--- config.mk ---
export PLATFORM = sky130hd
export DESIGN_NAME = coh_home
export DESIGN_NICKNAME = d
export VERILOG_FILES = /design/src/rtl/coh_pkg.sv /design/src/rtl/coh_prio_pick.sv /design/src/rtl/coh_dir_table.sv /design/src/rtl/coh_msg_reg.sv /design/src/rtl/coh_home.sv
export SDC_FILE = /design/constraint.sdc
export NUM_CORES = 1
export LEC_CHECK = 0
export BUFFER_PORTS_ARGS = -buffer_cell sky130_fd_sc_hd__buf_2
export CAP_MARGIN = 25
export CELL_PAD_IN_SITES_DETAIL_PLACEMENT = 0
export CELL_PAD_IN_SITES_GLOBAL_PLACEMENT = 1
export CORE_MARGIN = 2
export CORE_UTILIZATION = 46
export CTS_CLUSTER_SIZE = 14
export DETAILED_ROUTE_END_ITERATION = 16
export GPL_TIMING_DRIVEN = 0
export PLACE_DENSITY_LB_ADDON = 0.1
export SETUP_SLACK_MARGIN = 0.3
export SYNTH_ARGS = -nofsm -noshare
export SYNTH_HDL_FRONTEND = slang
export SYNTH_HIERARCHICAL = 1
export SYNTH_SLANG_ARGS = --single-unit
--- constraint.sdc ---
create_clock -name clk -period 10.1 [get_ports clk]
set_input_delay 1.515 -clock clk [delete_from_list [all_inputs] [get_ports clk]]
set_output_delay 1.515 -clock clk [all_outputs]
set_load 0.01 [all_outputs]
--- src/rtl/coh_pkg.sv ---
package coh_pkg;

    parameter int NPROC = 4;
    parameter int NBLK  = 4;
    parameter int DW    = 8;

    localparam int BW = $clog2(NBLK);
    localparam int IW = $clog2(NPROC);
    localparam int CW = $clog2(NPROC + 1);
    localparam int KW = 3;

    typedef enum logic [KW-1:0] {
        K_NONE = 3'd0,
        K_DSH  = 3'd1,
        K_DEX  = 3'd2,
        K_INV  = 3'd3,
        K_RCS  = 3'd4,
        K_RCI  = 3'd5
    } kind_t;

    // shared/uncached, owned, waiting for invalidation acks, waiting for write-back
    typedef enum logic [1:0] {
        D_SHR  = 2'd0,
        D_OWN  = 2'd1,
        D_WINV = 2'd2,
        D_WREC = 2'd3
    } dstate_t;

    typedef struct packed {
        dstate_t          st;
        logic [NPROC-1:0] pres;
        logic             dirty;
        logic [CW-1:0]    cnt;
        logic [IW-1:0]    who;
        logic             wr;
        logic [DW-1:0]    data;
    } dent_t;

    function automatic logic [IW-1:0] oh2idx(input logic [NPROC-1:0] v);
        logic [IW-1:0] r;
        r = '0;
        for (int i = 0; i < NPROC; i++)
            if (v[i]) r = r | IW'(i);
        return r;
    endfunction

    function automatic logic [NPROC-1:0] idx2oh(input logic [IW-1:0] i);
        return NPROC'(1) << i;
    endfunction

    function automatic logic [DW-1:0] boot_word(input int b);
        return DW'(64 + b);
    endfunction

    function automatic logic is_stable(input dstate_t s);
        return (s == D_SHR) || (s == D_OWN);
    endfunction

endpackage

--- src/rtl/coh_prio_pick.sv ---
module coh_prio_pick #(
    parameter int N = 4
) (
    input  logic [N-1:0] req,
    output logic [N-1:0] gnt
);
    always_comb begin
        logic found;
        found = 1'b0;
        gnt   = '0;
        for (int i = 0; i < N; i++) begin
            if (req[i] && !found) begin
                gnt[i] = 1'b1;
                found  = 1'b1;
            end
        end
    end
endmodule

--- src/rtl/coh_dir_table.sv ---
module coh_dir_table
    import coh_pkg::*;
(
    input  logic              clk,
    input  logic              rst,
    input  logic              upd_en,
    input  logic [BW-1:0]     upd_blk,
    input  dent_t             upd_ent,
    output dent_t             ent [NBLK]
);
    for (genvar b = 0; b < NBLK; b++) begin : g_blk
        always_ff @(posedge clk) begin
            if (rst) begin
                ent[b].st    <= D_SHR;
                ent[b].pres  <= '0;
                ent[b].dirty <= 1'b0;
                ent[b].cnt   <= '0;
                ent[b].who   <= '0;
                ent[b].wr    <= 1'b0;
                ent[b].data  <= boot_word(b);
            end else if (upd_en && upd_blk == BW'(b)) begin
                ent[b] <= upd_ent;
            end
        end

        // an owned block names exactly one cache and is dirty
        assert_owner_single_R6: assert property (@(posedge clk) disable iff (rst)
            (ent[b].st == D_OWN) |-> ($countones(ent[b].pres) == 1 && ent[b].dirty));
        // a shared/uncached block is never dirty
        assert_clean_shared_R5: assert property (@(posedge clk) disable iff (rst)
            (ent[b].st == D_SHR) |-> !ent[b].dirty);
        // a block waiting for invalidations always expects at least one
        assert_tr_count_R4: assert property (@(posedge clk) disable iff (rst)
            (ent[b].st == D_WINV) |-> (ent[b].cnt != '0));
        // memory is untouched while invalidations are outstanding
        assert_mem_hold_R4: assert property (@(posedge clk) disable iff (rst)
            (ent[b].st == D_WINV) |=> $stable(ent[b].data));
    end
endmodule

--- src/rtl/coh_msg_reg.sv ---
module coh_msg_reg
    import coh_pkg::*;
(
    input  logic                clk,
    input  logic                rst,
    input  logic [NPROC-1:0]    in_mask,
    input  kind_t               in_kind,
    input  logic [BW-1:0]       in_blk,
    input  logic [DW-1:0]       in_data,
    output logic [NPROC-1:0]    msg_valid,
    output logic [NPROC*KW-1:0] msg_kind,
    output logic [NPROC*BW-1:0] msg_blk,
    output logic [NPROC*DW-1:0] msg_data
);
    logic [NPROC-1:0] mask_q;
    kind_t            kind_q;
    logic [BW-1:0]    blk_q;
    logic [DW-1:0]    data_q;

    always_ff @(posedge clk) begin
        if (rst) begin
            mask_q <= '0;
            kind_q <= K_NONE;
            blk_q  <= '0;
            data_q <= '0;
        end else begin
            mask_q <= in_mask;
            kind_q <= in_kind;
            blk_q  <= in_blk;
            data_q <= in_data;
        end
    end

    assign msg_valid = mask_q;

    for (genvar p = 0; p < NPROC; p++) begin : g_port
        assign msg_kind[p*KW +: KW] = mask_q[p] ? kind_q : K_NONE;
        assign msg_blk [p*BW +: BW] = mask_q[p] ? blk_q  : '0;
        assign msg_data[p*DW +: DW] = mask_q[p] ? data_q : '0;
    end
endmodule

--- src/rtl/coh_home.sv ---
module coh_home
    import coh_pkg::*;
(
    input  logic                clk,
    input  logic                rst,
    input  logic [NPROC-1:0]    req_valid,
    input  logic [NPROC-1:0]    req_write,
    input  logic [NPROC*BW-1:0] req_blk,
    output logic [NPROC-1:0]    req_ready,
    input  logic [NPROC-1:0]    ack_valid,
    input  logic [NPROC-1:0]    ack_wb,
    input  logic [NPROC*BW-1:0] ack_blk,
    input  logic [NPROC*DW-1:0] ack_data,
    output logic [NPROC-1:0]    ack_ready,
    output logic [NPROC-1:0]    msg_valid,
    output logic [NPROC*KW-1:0] msg_kind,
    output logic [NPROC*BW-1:0] msg_blk,
    output logic [NPROC*DW-1:0] msg_data
);
    dent_t            tbl [NBLK];
    logic [BW-1:0]    rblk [NPROC];
    logic [BW-1:0]    ablk [NPROC];
    logic [DW-1:0]    adat [NPROC];
    logic [NPROC-1:0] req_elig, req_pick, ack_gnt, req_gnt;

    logic             upd_en;
    logic [BW-1:0]    upd_blk;
    dent_t            upd_ent;
    logic [NPROC-1:0] o_mask;
    kind_t            o_kind;
    logic [BW-1:0]    o_blk;
    logic [DW-1:0]    o_data;

    always_comb begin
        for (int i = 0; i < NPROC; i++) begin
            rblk[i]     = req_blk[i*BW +: BW];
            ablk[i]     = ack_blk[i*BW +: BW];
            adat[i]     = ack_data[i*DW +: DW];
            req_elig[i] = req_valid[i] && is_stable(tbl[rblk[i]].st);
        end
    end

    coh_prio_pick #(.N(NPROC)) u_ack_pick (.req(ack_valid), .gnt(ack_gnt));
    coh_prio_pick #(.N(NPROC)) u_req_pick (.req(req_elig),  .gnt(req_pick));

    assign req_gnt   = (|ack_valid) ? '0 : req_pick;
    assign ack_ready = ack_gnt;
    assign req_ready = req_gnt;

    always_comb begin
        dent_t            cur;
        logic [IW-1:0]    a_id, r_id;
        logic [NPROC-1:0] others;
        a_id    = oh2idx(ack_gnt);
        r_id    = oh2idx(req_gnt);
        upd_en  = 1'b0;
        upd_blk = '0;
        cur     = tbl[0];
        upd_ent = cur;
        others  = '0;
        o_mask  = '0;
        o_kind  = K_NONE;
        o_blk   = '0;
        o_data  = '0;
        if (|ack_gnt) begin
            upd_blk = ablk[a_id];
            cur     = tbl[upd_blk];
            upd_ent = cur;
            o_blk   = upd_blk;
            if (cur.st == D_WINV && !ack_wb[a_id]) begin
                upd_en = 1'b1;
                if (cur.cnt == CW'(1)) begin
                    upd_ent.st    = D_OWN;
                    upd_ent.dirty = 1'b1;
                    upd_ent.pres  = idx2oh(cur.who);
                    upd_ent.cnt   = '0;
                    o_mask = idx2oh(cur.who);
                    o_kind = K_DEX;
                    o_data = cur.data;
                end else begin
                    upd_ent.cnt = cur.cnt - CW'(1);
                end
            end else if (cur.st == D_WREC && ack_wb[a_id] && cur.pres[a_id]) begin
                upd_en       = 1'b1;
                upd_ent.data = adat[a_id];
                o_mask       = idx2oh(cur.who);
                o_data       = adat[a_id];
                if (cur.wr) begin
                    upd_ent.st    = D_OWN;
                    upd_ent.dirty = 1'b1;
                    upd_ent.pres  = idx2oh(cur.who);
                    o_kind        = K_DEX;
                end else begin
                    upd_ent.st    = D_SHR;
                    upd_ent.dirty = 1'b0;
                    upd_ent.pres  = cur.pres | idx2oh(cur.who);
                    o_kind        = K_DSH;
                end
            end
        end else if (|req_gnt) begin
            upd_en  = 1'b1;
            upd_blk = rblk[r_id];
            cur     = tbl[upd_blk];
            upd_ent = cur;
            o_blk   = upd_blk;
            o_data  = cur.data;
            if (cur.st == D_SHR) begin
                if (!req_write[r_id]) begin
                    upd_ent.pres = cur.pres | idx2oh(r_id);
                    o_mask = idx2oh(r_id);
                    o_kind = K_DSH;
                end else begin
                    others = cur.pres & ~idx2oh(r_id);
                    if (others == '0) begin
                        upd_ent.st    = D_OWN;
                        upd_ent.dirty = 1'b1;
                        upd_ent.pres  = idx2oh(r_id);
                        o_mask = idx2oh(r_id);
                        o_kind = K_DEX;
                    end else begin
                        upd_ent.st   = D_WINV;
                        upd_ent.cnt  = CW'($countones(others));
                        upd_ent.who  = r_id;
                        upd_ent.wr   = 1'b1;
                        upd_ent.pres = cur.pres & ~others;
                        o_mask = others;
                        o_kind = K_INV;
                    end
                end
            end else begin
                upd_ent.st  = D_WREC;
                upd_ent.who = r_id;
                upd_ent.wr  = req_write[r_id];
                o_mask = cur.pres;
                o_kind = req_write[r_id] ? K_RCI : K_RCS;
            end
        end
    end

    coh_dir_table u_tbl (
        .clk(clk), .rst(rst),
        .upd_en(upd_en), .upd_blk(upd_blk), .upd_ent(upd_ent),
        .ent(tbl)
    );

    coh_msg_reg u_out (
        .clk(clk), .rst(rst),
        .in_mask(o_mask), .in_kind(o_kind), .in_blk(o_blk), .in_data(o_data),
        .msg_valid(msg_valid), .msg_kind(msg_kind), .msg_blk(msg_blk), .msg_data(msg_data)
    );

    assert_single_grant_R8: assert property (@(posedge clk) disable iff (rst)
        $onehot0(req_ready));
    assert_ack_first_R8: assert property (@(posedge clk) disable iff (rst)
        (|ack_valid) |-> (req_ready == '0));
    assert_msg_cause_R9: assert property (@(posedge clk) disable iff (rst)
        (|msg_valid) |-> $past((|ack_ready) || (|req_ready)));
    assert_held_R7: assert property (@(posedge clk) disable iff (rst)
        (|msg_valid) && (msg_kind[KW-1:0] == K_RCS) |-> !req_ready[0]
            || (req_blk[BW-1:0] != msg_blk[BW-1:0]) || !msg_valid[0]);
endmodule

==> impl_metrics.yaml <==
sta:
  final_min_period_over_clock_period_pct: 65.35
  finalCriticalPeriod_ns: 6.600
  timing.final.setup_violations: 0
  rsz_0062_raised_after_global_routing: "no"
  slew_headroom_pct: 46.39
  final.setup.tns_ns: 0
  timing.fmax_ghz: 0.1515
  timing.clock.skew_ns: 0.01111
  slew_viol_final: 0
  report.final.hold_viol_count: 0
  tightest_slew_ns: 0.8041
pwr:
  power_leakage_nw: 3.907
  p_total_mw: 0.9866
  ir_worst_vdd_v: 0.00008785
  power_per_cell_area_nw_per_um2: 114.7
cells_and_area:
  layout_common_cells: "sky130_fd_sc_hd__buf_2, sky130_fd_sc_hd__mux2i_1, sky130_fd_sc_hd__nand2_1"
  finish.net_count: 1113
  final_layout_size_suffix_gt1_share_pct: 21.70
  antenna_fix_cells: 0
  final_common_cell: "sky130_fd_sc_hd__buf_2"
  number_of_fill_cells: 1612
  layout.core_utilization_pct: 54.52
  flow.area_growth_from_synthesis_pct: 16.75
floorplanning:
  core_area_um2: 15770
  top_level_ports: 130
  std_cell_rows: 46
  dieWidth_um: 130.5
  die_h_um: 130.5
  floorplan.initialDensity_pct: 46.70
  fp.dieArea_um2: 17040
job:
  timing.max_cap.violations: 0
min_path:
  hold_path_class: "flop to flop"
  min_from: "u_tbl/ent[43]"
  timing.hold.worst_endpoint: "u_tbl/ent[43]"
  instance_count_along_the_most_critical_hold_path: 2
drt:
  drt_first_iter_violations: 634
  residual_antenna_violating_net_count_after_detailed_routing: 0
  number_of_vias_after_detailed_routing: 7215
  avgViaCountPerCell: 5.717
  detailed_router_iteration_count_before_antenna_repair: 5
  detailed_route_wl_um: 25340
  route.detailed.wl_per_inst_um: 20.08
  drcViolationCount: 0
clock_tree:
  clk_transition_reported_paths_ns: 0.07
  cts_repair_resize_count: 0
  cts_max_level: 3
  cts_sinks: 97
  post_cts_hold_buffer_count: 0
  tritoncts.num_buffers: 9
  cts_setup_buffers: 0
  cts_root_buffer: "sky130_fd_sc_hd__clkbuf_16"
  cts_tree: "yes"
  worst_skew_pair.late_latency_ns: 0.36
  clockBufferDepth: 2
place:
  hpwl_um: 18720
  number_of_buffer_cells_added_on_primary_ports: 129
  gp_routability_congestion: 0.9362
worst_setup_path:
  endpoint_kind: "flop"
  worstPathArrival_ns: 6.83
  start_kind: "input port"
  crit_path_max_fanout: 10
  worstPathRequired_ns: 10.33
  crit-reg2reg-capture: "u_tbl/ent[13]"
  critical_path_class: "input port to flop"
  timing.rr.start: "u_tbl/ent[83]"
  reg2reg_depth: 19
  regToRegSetupSlack_ns: 4.30
synthesis:
  syn-num-nets: 971
  post_syn_area_per_cell_um2: 8.192
  synth_area_um2: 7365
  yosysWarnings: 6
  synthesis.instances: 899
global_routing:
  first_pass_grt_wire_length_um: 38760
  globalRouteTotalUtil_pct: 30.06
  maximum_number_of_pins_on_one_net_before_global_route_repair: 18
  grt_overflow: 0
  antenna_found_initial: 0
  first_global_vias: 6834
run_status:
  status: "complete, no violations"
## metrics by stage
stage | instance area (µm²) | std cells | hold WS [ns] | setup slack (ns)
2_1_floorplan | 7365 | 899 | 0.4608 | 4.247
3_3_place_gp | 8280 | 1244 | 0.4756 | 3.280
3_5_place_dp | 8292 | 1245 | 0.4798 | 3.241
4_1_cts | 8591 | 1261 | 0.4942 | 3.595
5_1_grt | 8598 | 1262 | 0.5146 | 3.159
6_report | 8598 | 1262 | 0.4934 | 3.500
## power breakdown
group	switching, mW	internal (mW)
logic	0.142	0.0915
clock network	0.161	0.194
registers	0.00790	0.389
## per-layer routing
metal | up-vias | GRT usage, % | share of wire (%)
met5 | - | 0 | 0
met4 | 0 | 11.89 | 3.7
met3 | 54 | 5.782 | 6.5
met2 | 273 | 47.30 | 45
met1 | 3418 | 40.77 | 45
li1 | 3470 | - | -
## state kept, by name, summed over array words and instances, names as in the netlist
name,cells
u_out/msg_valid,4
u_tbl/ent,80
u_out/kind_q,3
u_out/data_q,8
u_out/blk_q,2
## layout make-up
class / count / area, µm² / area share (%)
Buffer: 68 / 342.8 / 3.987
Clock buffer: 9 / 225.2 / 2.619
Clock inverter: 7 / 73.82 / 0.8586
Inverter: 11 / 41.29 / 0.4802
Multi-Input combinational cell: 723 / 5039 / 58.60
Sequential cell: 97 / 1942 / 22.58
Tap cell: 216 / 270.3 / 3.143
Timing Repair Buffer: 131 / 664.4 / 7.727
## worst max-delay path: stages
cell and delay (ns):
sky130_fd_sc_hd__buf_2 0.10, sky130_fd_sc_hd__mux4_2 0.49, sky130_fd_sc_hd__nor2b_1 0.21, sky130_fd_sc_hd__nor2b_1 0.41, sky130_fd_sc_hd__nor2_1 0.16, sky130_fd_sc_hd__a2111o_1 0.51
sky130_fd_sc_hd__o21ai_2 0.13, sky130_fd_sc_hd__buf_4 0.24, sky130_fd_sc_hd__clkbuf_1 0.53, sky130_fd_sc_hd__nand2_1 0.11, sky130_fd_sc_hd__a31oi_1 0.45, sky130_fd_sc_hd__and2_1 0.24
sky130_fd_sc_hd__fa_1 0.44, sky130_fd_sc_hd__ha_1 0.23, sky130_fd_sc_hd__ha_1 0.18, sky130_fd_sc_hd__or3_1 0.36, sky130_fd_sc_hd__a21oi_1 0.14, sky130_fd_sc_hd__o22ai_1 0.10
sky130_fd_sc_hd__nand2b_1 0.17, sky130_fd_sc_hd__mux2i_1 0.09
## worst max path at each step
stage / start / to / slack (ns) / depth (start not counted)
2_1_floorplan: req_blk[3] / u_tbl/ent[76] / 4.25 / 19
3_3_place_gp: req_blk[3] / u_tbl/ent[13] / 3.28 / 20
3_5_place_dp: req_blk[3] / u_tbl/ent[13] / 3.24 / 20
4_1_cts: req_blk[3] / u_tbl/ent[13] / 3.60 / 20
5_1_grt: req_blk[3] / u_tbl/ent[34] / 3.16 / 20
6_report: req_blk[3] / u_tbl/ent[13] / 3.50 / 20
No activity file was read; power rests on OpenSTA's default activity.
